--- config.mk ---
export PLATFORM = sky130hd
export DESIGN_NAME = msi_pq_ctrl
export DESIGN_NICKNAME = d
export VERILOG_FILES = /design/src/rtl/msi_pq_pkg.sv /design/src/rtl/msi_pq_addr.sv /design/src/rtl/msi_pq_decode.sv /design/src/rtl/msi_pq_seq.sv /design/src/rtl/msi_pq_ctrl.sv
export SDC_FILE = /design/constraint.sdc
export NUM_CORES = 1
export LEC_CHECK = 0
export ABC_AREA = 0
export BUFFER_PORTS_ARGS = -buffer_cell sky130_fd_sc_hd__clkbuf_2
export CORE_UTILIZATION = 45
export DETAILED_ROUTE_END_ITERATION = 10
export GPL_TIMING_DRIVEN = 0
export PLACE_DENSITY = 0.77
export SLEW_MARGIN = 20
export SYNTH_ARGS = -nofsm -noshare
export SYNTH_HDL_FRONTEND = slang
export SYNTH_SLANG_ARGS = --single-unit
--- constraint.sdc ---
create_clock -name clk -period 7.9 [get_ports clk]
set_clock_uncertainty 0.1 [all_clocks]
set_input_delay 1.58 -clock clk [delete_from_list [all_inputs] [get_ports clk]]
set_output_delay 1.58 -clock clk [all_outputs]
set_load 0.02 [all_outputs]
--- src/rtl/msi_pq_pkg.sv ---
package msi_pq_pkg;

  localparam int unsigned ENTRY_BYTES  = 8;
  localparam int unsigned SRV_RAW_W    = 16;
  localparam int unsigned LINK_W       = 2;
  localparam int unsigned SRV_W        = SRV_RAW_W - LINK_W;
  localparam int unsigned P_BYTE_OFS   = 4;
  localparam int unsigned Q_BYTE_OFS   = 5;
  localparam int unsigned SMALL_SHIFT  = 4;
  localparam int unsigned LARGE_SHIFT  = 7;
  localparam logic [7:0]  PRIO_MASKED  = 8'hFF;

  typedef enum logic [1:0] {
    ACT_DROP  = 2'd0,
    ACT_SET_Q = 2'd1,
    ACT_SEND  = 2'd2
  } act_e;

  typedef enum logic [2:0] {
    ST_IDLE    = 3'd0,
    ST_RD_REQ  = 3'd1,
    ST_RD_WAIT = 3'd2,
    ST_WR_REQ  = 3'd3,
    ST_WR_WAIT = 3'd4,
    ST_IRQ     = 3'd5
  } st_e;

  typedef struct packed {
    logic [SRV_RAW_W-1:0] server;
    logic [1:0]           gen;
    logic                 p;
    logic                 q;
    logic [7:0]           prio;
  } ive_t;

endpackage

--- src/rtl/msi_pq_addr.sv ---
module msi_pq_addr
  import msi_pq_pkg::*;
#(
  parameter int unsigned SRC_W  = 11,
  parameter int unsigned ADDR_W = 40
) (
  input  logic [SRC_W-1:0]  src,
  input  logic [ADDR_W-1:0] tbl_base,
  input  logic              tbl_en,
  input  logic [SRC_W:0]    tbl_len,
  input  logic              big_entry,
  output logic [ADDR_W-1:0] entry_addr,
  output logic              gate_ok
);

  logic [ADDR_W-1:0] src_wide;
  logic [ADDR_W-1:0] ofs;

  assign src_wide = ADDR_W'(src);

  always_comb begin
    if (big_entry) ofs = src_wide << LARGE_SHIFT;
    else           ofs = src_wide << SMALL_SHIFT;
  end

  assign entry_addr = tbl_base + ofs;
  assign gate_ok    = tbl_en && ({1'b0, src} < tbl_len);

endmodule

--- src/rtl/msi_pq_decode.sv ---
module msi_pq_decode
  import msi_pq_pkg::*;
(
  input  logic [63:0] bus_data,
  input  logic        force_send,
  output ive_t        ive,
  output act_e        act
);

  logic [63:0] be_word;

  for (genvar k = 0; k < ENTRY_BYTES; k++) begin : g_swap
    assign be_word[63-8*k -: 8] = bus_data[8*k +: 8];
  end

  assign ive.server = be_word[63:48];
  assign ive.gen    = be_word[26:25];
  assign ive.p      = be_word[24];
  assign ive.q      = be_word[16];
  assign ive.prio   = be_word[7:0];

  logic [1:0] pq;
  assign pq = force_send ? 2'b00 : {ive.p, ive.q};

  always_comb begin
    unique case (pq)
      2'b00:   act = (ive.prio == PRIO_MASKED) ? ACT_SET_Q : ACT_SEND;
      2'b10:   act = ACT_SET_Q;
      default: act = ACT_DROP;
    endcase
  end

endmodule

--- src/rtl/msi_pq_seq.sv ---
module msi_pq_seq
  import msi_pq_pkg::*;
(
  input  logic clk,
  input  logic rst_n,
  input  logic trig_valid,
  input  logic gate_ok,
  output logic trig_ready,
  output logic accept,
  output logic rd_req_valid,
  input  logic rd_req_ready,
  input  logic rd_rsp_valid,
  input  logic rd_rsp_err,
  output logic rsp_take,
  input  act_e act_now,
  input  act_e act_held,
  output logic wr_valid,
  input  logic wr_ready,
  input  logic wr_rsp_valid,
  input  logic wr_rsp_err,
  output logic irq_valid,
  input  logic irq_ready,
  output logic err_abort
);

  st_e state, state_nx;

  assign trig_ready   = (state == ST_IDLE);
  assign accept       = trig_ready && trig_valid && gate_ok;
  assign rd_req_valid = (state == ST_RD_REQ);
  assign wr_valid     = (state == ST_WR_REQ);
  assign irq_valid    = (state == ST_IRQ);
  assign rsp_take     = (state == ST_RD_WAIT) && rd_rsp_valid && !rd_rsp_err;
  assign err_abort    = ((state == ST_RD_WAIT) && rd_rsp_valid && rd_rsp_err) ||
                        ((state == ST_WR_WAIT) && wr_rsp_valid && wr_rsp_err);

  always_comb begin
    state_nx = state;
    unique case (state)
      ST_IDLE:    if (accept) state_nx = ST_RD_REQ;
      ST_RD_REQ:  if (rd_req_ready) state_nx = ST_RD_WAIT;
      ST_RD_WAIT: if (rd_rsp_valid) begin
                    if (rd_rsp_err || act_now == ACT_DROP) state_nx = ST_IDLE;
                    else                                   state_nx = ST_WR_REQ;
                  end
      ST_WR_REQ:  if (wr_ready) state_nx = ST_WR_WAIT;
      ST_WR_WAIT: if (wr_rsp_valid) begin
                    if (!wr_rsp_err && act_held == ACT_SEND) state_nx = ST_IRQ;
                    else                                     state_nx = ST_IDLE;
                  end
      ST_IRQ:     if (irq_ready) state_nx = ST_IDLE;
      default:    state_nx = ST_IDLE;
    endcase
  end

  always_ff @(posedge clk) begin
    if (!rst_n) state <= ST_IDLE;
    else        state <= state_nx;
  end

endmodule

--- src/rtl/msi_pq_ctrl.sv ---
module msi_pq_ctrl
  import msi_pq_pkg::*;
#(
  parameter int unsigned SRC_W  = 11,
  parameter int unsigned ADDR_W = 40,
  parameter int unsigned IRQ_W  = 20
) (
  input  logic              clk,
  input  logic              rst_n,
  input  logic [ADDR_W-1:0] cfg_tbl_base,
  input  logic              cfg_tbl_en,
  input  logic [SRC_W:0]    cfg_tbl_len,
  input  logic              cfg_big_entry,
  input  logic [IRQ_W-1:0]  cfg_irq_base,
  input  logic              trig_valid,
  output logic              trig_ready,
  input  logic [SRC_W-1:0]  trig_src,
  input  logic              trig_force,
  output logic              rd_req_valid,
  input  logic              rd_req_ready,
  output logic [ADDR_W-1:0] rd_req_addr,
  input  logic              rd_rsp_valid,
  input  logic [63:0]       rd_rsp_data,
  input  logic              rd_rsp_err,
  output logic              wr_valid,
  input  logic              wr_ready,
  output logic [ADDR_W-1:0] wr_addr,
  output logic [7:0]        wr_data,
  input  logic              wr_rsp_valid,
  input  logic              wr_rsp_err,
  output logic              irq_valid,
  input  logic              irq_ready,
  output logic [13:0]       irq_server,
  output logic [IRQ_W-1:0]  irq_num,
  output logic [7:0]        irq_prio,
  output logic              err_abort
);

  logic [ADDR_W-1:0] entry_addr;
  logic              gate_ok;
  logic              accept;
  logic              rsp_take;
  ive_t              ive_now;
  act_e              act_now;

  logic [ADDR_W-1:0] entry_addr_q;
  logic              force_q;
  logic [IRQ_W-1:0]  irq_num_q;
  logic [SRV_W-1:0]  server_q;
  logic [1:0]        gen_q;
  logic [7:0]        prio_q;
  act_e              act_q;

  msi_pq_addr #(.SRC_W(SRC_W), .ADDR_W(ADDR_W)) i_addr (
    .src        (trig_src),
    .tbl_base   (cfg_tbl_base),
    .tbl_en     (cfg_tbl_en),
    .tbl_len    (cfg_tbl_len),
    .big_entry  (cfg_big_entry),
    .entry_addr (entry_addr),
    .gate_ok    (gate_ok)
  );

  msi_pq_decode i_decode (
    .bus_data   (rd_rsp_data),
    .force_send (force_q),
    .ive        (ive_now),
    .act        (act_now)
  );

  msi_pq_seq i_seq (
    .clk          (clk),
    .rst_n        (rst_n),
    .trig_valid   (trig_valid),
    .gate_ok      (gate_ok),
    .trig_ready   (trig_ready),
    .accept       (accept),
    .rd_req_valid (rd_req_valid),
    .rd_req_ready (rd_req_ready),
    .rd_rsp_valid (rd_rsp_valid),
    .rd_rsp_err   (rd_rsp_err),
    .rsp_take     (rsp_take),
    .act_now      (act_now),
    .act_held     (act_q),
    .wr_valid     (wr_valid),
    .wr_ready     (wr_ready),
    .wr_rsp_valid (wr_rsp_valid),
    .wr_rsp_err   (wr_rsp_err),
    .irq_valid    (irq_valid),
    .irq_ready    (irq_ready),
    .err_abort    (err_abort)
  );

  always_ff @(posedge clk) begin
    if (!rst_n) begin
      entry_addr_q <= '0;
      force_q      <= 1'b0;
      irq_num_q    <= '0;
    end else if (accept) begin
      entry_addr_q <= entry_addr;
      force_q      <= trig_force;
      irq_num_q    <= cfg_irq_base + IRQ_W'(trig_src);
    end
  end

  always_ff @(posedge clk) begin
    if (!rst_n) begin
      server_q <= '0;
      gen_q    <= '0;
      prio_q   <= '0;
      act_q    <= ACT_DROP;
    end else if (rsp_take) begin
      server_q <= ive_now.server[SRV_RAW_W-1:LINK_W];
      gen_q    <= ive_now.gen;
      prio_q   <= ive_now.prio;
      act_q    <= act_now;
    end
  end

  assign rd_req_addr = entry_addr_q;
  assign wr_addr     = entry_addr_q + ((act_q == ACT_SEND) ? ADDR_W'(P_BYTE_OFS)
                                                           : ADDR_W'(Q_BYTE_OFS));
  assign wr_data     = (act_q == ACT_SEND) ? {5'd0, gen_q, 1'b1} : 8'h01;
  assign irq_server  = server_q;
  assign irq_num     = irq_num_q;
  assign irq_prio    = prio_q;

endmodule

== Word-level counts from Yosys, hierarchy flattened ==
Cells that the tools add are included.
Widths: inputs -> output; s select.
Word-level totals
  flip-flop bits (word level): 90
  input port bits: 160
  output and inout bits: 135
  logic and storage cells: 58
Operators by class
  add/sub/neg operators: 3
  order comparisons: 1
  equal/unequal tests: 14
  mux-type cells: 15
  reductions and logical operators: 17
Operator list (count)
  $add 40x3->40: 1
  $add 40x40->40: 1
  $mux 3: 8
  $add 20x11->20: 1
  $mux 18: 1
  $pmux 3 s6: 1
  $lt 11x12->1: 1
  $logic_and 1x1->1: 9
  $eq 8x8->1 const B: 1
  $eq 3x2->1 const B: 2
  $eq 3x3->1 const B: 2
  $mux 2: 3
  $ne 2x1->1 const B: 3
  $ne 2x2->1 const B: 3
  $reduce_and 6->1: 1
  $eq 2x2->1 const B: 2
  $logic_not 2->1: 2
  $pmux 2 s2: 1
  $eq 3x1->1 const B: 1
  $logic_not 3->1: 1
  $logic_not 1->1: 2
  $logic_or 1x1->1: 2
  $mux 1: 1

== Logic depth before layout (Yosys ltp) ==
Gate-level depths: netlist (run 1).
  word-level depth: 8
  mapped depth: 12
  gate-level depth less buffers: 10

== Modules after synthesis ==
Synthesis (run 1) repeated with hierarchy kept, for this count alone.
Unflattened totals
  cells, all modules: 802
  area total of the unflattened synthesis: 6781.5 sq um
Modules (own cells, without submodules)
  msi_pq_ctrl: instances 1, cells an instance 526, area each 4659.5 sq um
  msi_pq_addr: instances 1, cells an instance 194, area each 1478.9 sq um
  msi_pq_seq: instances 1, cells an instance 45, area each 377.9 sq um
  msi_pq_decode: instances 1, cells an instance 37, area each 265.3 sq um

== Worst setup path before layout (run 1) ==
Ideal clock, no wire load.
  kind: input to register
  from: input cfg_big_entry
  to: register entry_addr_q[30] (netlist: rd_req_addr[30])
  arrival: 3816 ps
  slack: 3899 ps
  stages: 10
  path through: clkbuf_1 mux2_2 ha_1 a21oi_1 o21ai_0 or2_2 clkbuf_2 o21ai_0 xor2_1 a211oi_1
Between the ends
  word-level cells in the longest chain between the ends: 2
Ends and longest elaborated chain
  start: declaration: RTL line msi_pq_ctrl.sv:13  | input logic cfg_big_entry,
  $mux 18: RTL line msi_pq_addr.sv:22  | if (big_entry) ofs = src_wide << LARGE_SHIFT;
  $add 40x40->40: RTL line msi_pq_addr.sv:26  | assign entry_addr = tbl_base + ofs;
  end signal: assignment: RTL line msi_pq_ctrl.sv:100  | entry_addr_q <= entry_addr;
  end: declaration: RTL line msi_pq_ctrl.sv:46  | logic [ADDR_W-1:0] entry_addr_q;
Every way passes these cells.
A chain may end at the register's enable or synchronous reset.

== Final worst setup path (run 1) ==
  from: register act_q[0]
  to: output wr_addr[23]
Between the ends
  word-level cells in the longest chain between the ends: 3
Ends and longest elaborated chain
  start: declaration: RTL line msi_pq_ctrl.sv:52  | act_e act_q;
  start signal: assignment: RTL line msi_pq_ctrl.sv:116  | act_q <= act_now;
  $eq 2x2->1: RTL line msi_pq_ctrl.sv:121  | assign wr_addr = entry_addr_q + ((act_q == ACT_SEND) ? ADDR_W'(P_BYTE_OFS)
  $mux 1: RTL line msi_pq_ctrl.sv:121
  $add 40x3->40: RTL line msi_pq_ctrl.sv:121
  end: declaration: RTL line msi_pq_ctrl.sv:27  | output logic [ADDR_W-1:0] wr_addr,
Every way passes these cells.

==> impl_metrics.tcl, run 1 <==
set metrics [dict create \
    status "finished clean" \
    drt_iter0_markers 413 \
    reg2reg_slack_ps 5400 \
    die_area_sq_um 14600 \
    dp_cells 1260 \
    clk_pin_slew_worst_paths_ps 70 \
    ios 295 \
    period_needed_ps 4580 \
    antennaDiodeCount 0 \
    fp.dieH_um 121 \
    clkSinkCount 90 \
    required_ps 6220 \
    hold_violations 0 \
    hp-class "flip-flop to flip-flop" \
    power_mw 1.68 \
    async_reset_ff_share_pct 0 \
    syn_to_final_growth_pct 28.2 \
    p_clk_share_pct 26.9 \
    vias 6896 \
    synth_area_sq_um 6370 \
    max_stage_delay_ps 320 \
    final.setup.tns_ps 0 \
    synth-main-ff-cell "dfxtp_1" \
    drive_gt1_share_pct 28.9 \
    syn_area_per_cell_sq_um 7.71 \
    rsz0062_at_grt "false" \
    clk_path_buf_depth 2 \
    synth_edf_count 0 \
    num_rows 43 \
    core-area_sq_um 13800 \
    switching_share_pct 40.6 \
    synthCells 826 \
    setup_viol 0 \
    grt_overflow 0 \
    crit_chain "nand2b_1 > ha_1 > a21oi_1 > or2_2 > clkbuf_1 > nor2_1 > nand3_1 > nor3_1 > xor2_1 > clkbuf_2" \
    htree_levels 3 \
    yosysWarnings 0 \
    ir_worst_vdd_mv 0.123 \
    fin_ws_ps 3320 \
    p_per_area_nw_per_um2 206 \
    drtAntennaViolNets 0 \
    postCtsHoldBufs 0 \
    maxSlewHeadroom_pct 57.4 \
    dp_slack_ps 3270 \
    routedWlPerCell_um 15.7 \
    final_core_util_pct 59.1 \
    routed_wl_um 20000 \
    power_frac_comb_pct 38.5 \
    arrival_ps 2900 \
    grt_pass1_vias 6267 \
    ys_seq_elements 90 \
    worst_setup_path_end_kind "output port" \
    critical_path.slowest_cell "dfxtp_1" \
    start_util_pct 46.1 \
    clockRootBuffer "clkbuf_16" \
    cts_resized 0 \
    numCtsBuffers 9 \
    clk_latency_ps 350 \
    internal-power_mw 1.00 \
    vias_per_cell 5.40 \
    numPortBuffers 250 \
    dr.pass1.iters 5 \
    fmax_mhz 219 \
    globalplace.congestion 0.914 \
    postCtsSetupBuffers 0 \
    finalNetCount 1290 \
    cp_max_fo 5 \
    cts_tree "done" \
    fin_crit_sh_pct 57.9 \
    switchingPower_uw 684 \
    tightest_slew_ps 636 \
    finalMaxSlewViolations 0 \
    grt_pass1_wl_um 30800 \
    drc 0 \
    grt_max_degree 18 \
    p_leak_nw 3.72 \
    critPathKind "flip-flop to output port" \
    stdcell_count 1276 \
    startpoint_type "flip-flop" \
    grt_antenna_before_repair 0 \
    drv_cap 0 \
    yosysSeqAreaShare_pct 28.3 \
    synth_cell_types 64 \
    seq_power_share_pct 34.6 \
    die_w_um 121 \
    grtUsageTotal_pct 26.9 \
    dp_hpwl_um 15800 \
]
==> cells in the final DEF, fill, tap and decap left out, types with 30 or more instances in the layout <==
cell type,synthesis,routed
a21oi_1,92,92
clkbuf_2,1,251
dfxtp_1,90,90
ha_1,37,37
inv_1,30,30
nand2_1,124,124
nor2_1,42,42
o21ai_0,55,55
xnor2_1,41,41
xor2_1,31,31
==> path summary, 6_finish.rpt <==
path	endpoint	from	cells after the start
min reg2reg	irq_prio[2]	irq_prio[2]	2
max	wr_addr[23]	act_q[0]	10
min	irq_prio[2]	irq_prio[2]	2
max reg2reg	irq_num[9]	i_seq.state[1]	9
==> cells in the mapped netlist (all sizes together) (6+ instances only) <==
master	count	area share, %
o21a	8	0.94
and3	12	1.2
nand2b	12	1.2
a211oi	11	1.3
inv	30	1.8
and4	8	1.1
mux2	9	1.6
nand3	20	1.6
o2111ai	6	0.82
nand4	14	1.8
ha	37	7.3
or3	10	0.98
and2	12	1.2
o211ai	11	1.3
nor2	42	2.5
o31ai	8	0.94
nor2b	6	0.59
xor2	31	4.3
nor3	16	1.4
xnor2	41	5.6
buf	24	2.1
nand2	124	7.3
dfxtp	90	28
o21ai	55	4.3
clkbuf	22	1.3
a21o	14	1.6
a21oi	93	7.4
a31oi	7	0.69
==> power by group through the flow <==
stage	combinational (mW)	sequential, mW	clock [mW]
after floorplan	0.358	0.644	0
after global placement	0.636	0.592	0
after detailed placement	0.643	0.592	0
after CTS	0.646	0.582	0.460
after global routing	0.707	0.592	0.478
final	0.648	0.583	0.453
==> flip-flops by register name, indices dropped and copies added (netlist names) <==
register / cells
irq_server: 14
force_q: 1
gen_q: 2
irq_num: 20
i_seq.state: 3
rd_req_addr: 40
act_q: 2
irq_prio: 8
==> cell families after synthesis <==
family                   count (synthesis)  synth area share (%)
AND/OR/NAND/NOR                        292                  23.1
XOR/XNOR                                72                  9.90
AO/OA/AOI/OAI                          246                  23.9
flip-flops                              90                  28.3
buffers and inverters                   76                  5.19
adder cells (fa/ha/maj)                 39                  7.90
multiplexers                             9                  1.59
other                                    2                 0.118
==> per-stage QoR <==
stage | cell area [sq um] | hold WS, ps
2_1_floorplan | 6380 | 336
5_1_grt | 8170 | 379
3_5_place_dp | 7860 | 346
4_1_cts | 8170 | 357
3_3_place_gp | 7860 | 341
6_report | 8170 | 355
==> final cells by class <==
cell class / instances / area, sq um
well taps: 180 / 225
flip-flops and latches: 90 / 1800
multi-input cells: 664 / 4250
repair buffers: 250 / 1250
clock inverters: 7 / 82.6
clock buffers: 9 / 225
inverters: 30 / 113
fillers: 1319 / 5660
plain buffers: 46 / 218
==> critical path: cells and delay by family (launching register included) <==
kind,cells,cell delay [ps]
compound gates,1,140
xor+xnor,1,160
fa+ha+maj,1,240
buf+inv,2,390
flops,1,320
simple gates,5,1280
==> layer usage <==
| layer | share of wire [%] | routed length [um] | up-vias | track usage [%] |
|---|---|---|---|---|
| met5 | 0 | 0 | - | 0 |
| met4 | 2.0 | 407 | 0 | 9.41 |
| met3 | 7.0 | 1400 | 30 | 5.97 |
| met2 | 48 | 9620 | 250 | 46.0 |
| met1 | 43 | 8600 | 3137 | 33.1 |
| li1 | - | - | 3479 | - |
Power figures use the tool's default switching activity.
==> run 2, diff against run 1 <==
CORE_UTILIZATION = 43   (was 45)
PLACE_DENSITY = 0.78   (was 0.77)
clock period = 3.7 ns   (was 7.9 ns; I/O delays follow)
==> run 2 against run 1 <==
Compared with the run above: sequential cell count is the same; power increased by 110%; register-to-register slack got worse by 4300 ps; largest cell class unchanged.
==> impl_metrics.tcl, run 2 (synthesis gave the netlist of run 1 again) <==
set metrics [dict create \
    dr.pass1.iters 5 \
    grt_pass1_wl_um 30300 \
    p_leak_nw 3.71 \
    layout_commonest_cell "clkbuf_2" \
    ir_worst_vdd_mv 0.250 \
    postCtsSetupBuffers 0 \
    cp_max_fo 5 \
    grt_pass1_vias 6126 \
    grt_overflow 0 \
    fin_crit_sh_pct 95.2 \
    fp.dieH_um 124 \
    drv_cap 0 \
    finalNetCount 1289 \
    largest_reg_flops 40 \
    clk_path_buf_depth 2 \
    clk_pin_slew_worst_paths_ps 70 \
    fin_ws_ps 178 \
    die_area_sq_um 15300 \
    globalplace.congestion 0.904 \
    dp_hpwl_um 16100 \
    final_cell_mix "clkbuf_2 (251), nand2_1 (124), a21oi_1 (91)" \
    ios 295 \
    clkSinkCount 90 \
    numCtsBuffers 9 \
    clk_latency_ps 340 \
    period_needed_ps 3520 \
    dp_slack_ps -116 \
    core-area_sq_um 14500 \
    hold_violations 0 \
    num_rows 44 \
    finalMaxSlewViolations 0 \
    die_w_um 124 \
    clockRootBuffer "clkbuf_16" \
    postCtsHoldBufs 0 \
    p_per_area_nw_per_um2 435 \
    startpoint_type "flip-flop" \
    grtUsageMet3_pct 4.17 \
    status "finished clean" \
    final_core_util_pct 56.5 \
    grt_antenna_before_repair 0 \
    setup_viol 0 \
    arrival_ps 2680 \
    htree_levels 3 \
    grt_max_degree 19 \
    power_mw 3.56 \
    hp-class "flip-flop to flip-flop" \
    fmax_mhz 284 \
    vias 7000 \
    numPortBuffers 250 \
    holdWs_ps 352 \
    tightest_slew_ps 641 \
    required_ps 2860 \
    routed_wl_um 20200 \
    routedWlPerCell_um 15.7 \
    cts_tree "done" \
    reg2reg_slack_ps 1140 \
    drc 0 \
    grtUsageTotal_pct 25.4 \
    rsz0062_at_grt "false" \
    grtUsageMet1_pct 33.1 \
    worst_setup_path_end_kind "output port" \
    grtUsageMet2_pct 42.7 \
    drt_iter0_markers 308 \
    drtAntennaViolNets 0 \
    grt_busiest_layer "met2" \
    maxSlewHeadroom_pct 57.2 \
    drive_gt1_share_pct 29.8 \
    vias_per_cell 5.47 \
    start_util_pct 44.0 \
    critPathKind "flip-flop to output port" \
    syn_to_final_growth_pct 28.5 \
]
-- run 2: timing repair --
action                                  4_1_cts  5_1_grt
endpoints found under the hold margin         0        0
pin swaps                                     0        1
gates resized for setup                       2        7
endpoints found under the setup margin        4        9
-- run 2: critical path, stage by stage (launching register included) --
cell,delay [ps]
dfxtp_1,330
nand2b_2,200
ha_1,230
ha_2,230
nor2_1,80
or2_2,380
nor2_2,150
and3_2,250
nand4_1,130
xnor2_1,160
clkbuf_2,190
-- run 2: where the power goes --
group	internal [mW]	switching, mW
Clock	0.476	0.443
Combinational	0.501	0.889
Sequential	1.10	0.149
-- run 2: final cells by class --
class / count / area [sq um]
flip-flops and latches: 90 / 1800
clock buffers: 9 / 225
clock inverters: 7 / 68.8
fillers: 1394 / 6290
diodes: 1 / 2.50
well taps: 184 / 230
plain buffers: 45 / 214
repair buffers: 250 / 1250
inverters: 30 / 113
multi-input cells: 664 / 4280
-- run 2: through the flow --
| step | instances | instance area (sq um) | setup TNS (ps) |
|---|---|---|---|
| after global placement | 1264 | 7870 | -137 |
| after detailed placement | 1264 | 7870 | -344 |
| after floorplan | 830 | 6380 | 0 |
| final | 1280 | 8190 | 0 |
| after global routing | 1279 | 8180 | 0 |
| after CTS | 1280 | 8170 | 0 |
-- run 2: per-layer routing --
metal,share of wire (%),vias up
met3,6.4,21
li1,-,3481
met4,1.6,0
met2,48,251
met1,45,3247
met5,0,-
-- run 2: path summary, 6_finish.rpt --
check                                    start              end  depth (start not counted)
worst max-delay path                  act_q[0]      wr_addr[22]                         10
worst min-delay path                irq_num[1]       irq_num[1]                          2
worst max register to register  i_seq.state[1]  rd_req_addr[17]                          9
worst min register to register      irq_num[1]       irq_num[1]                          2
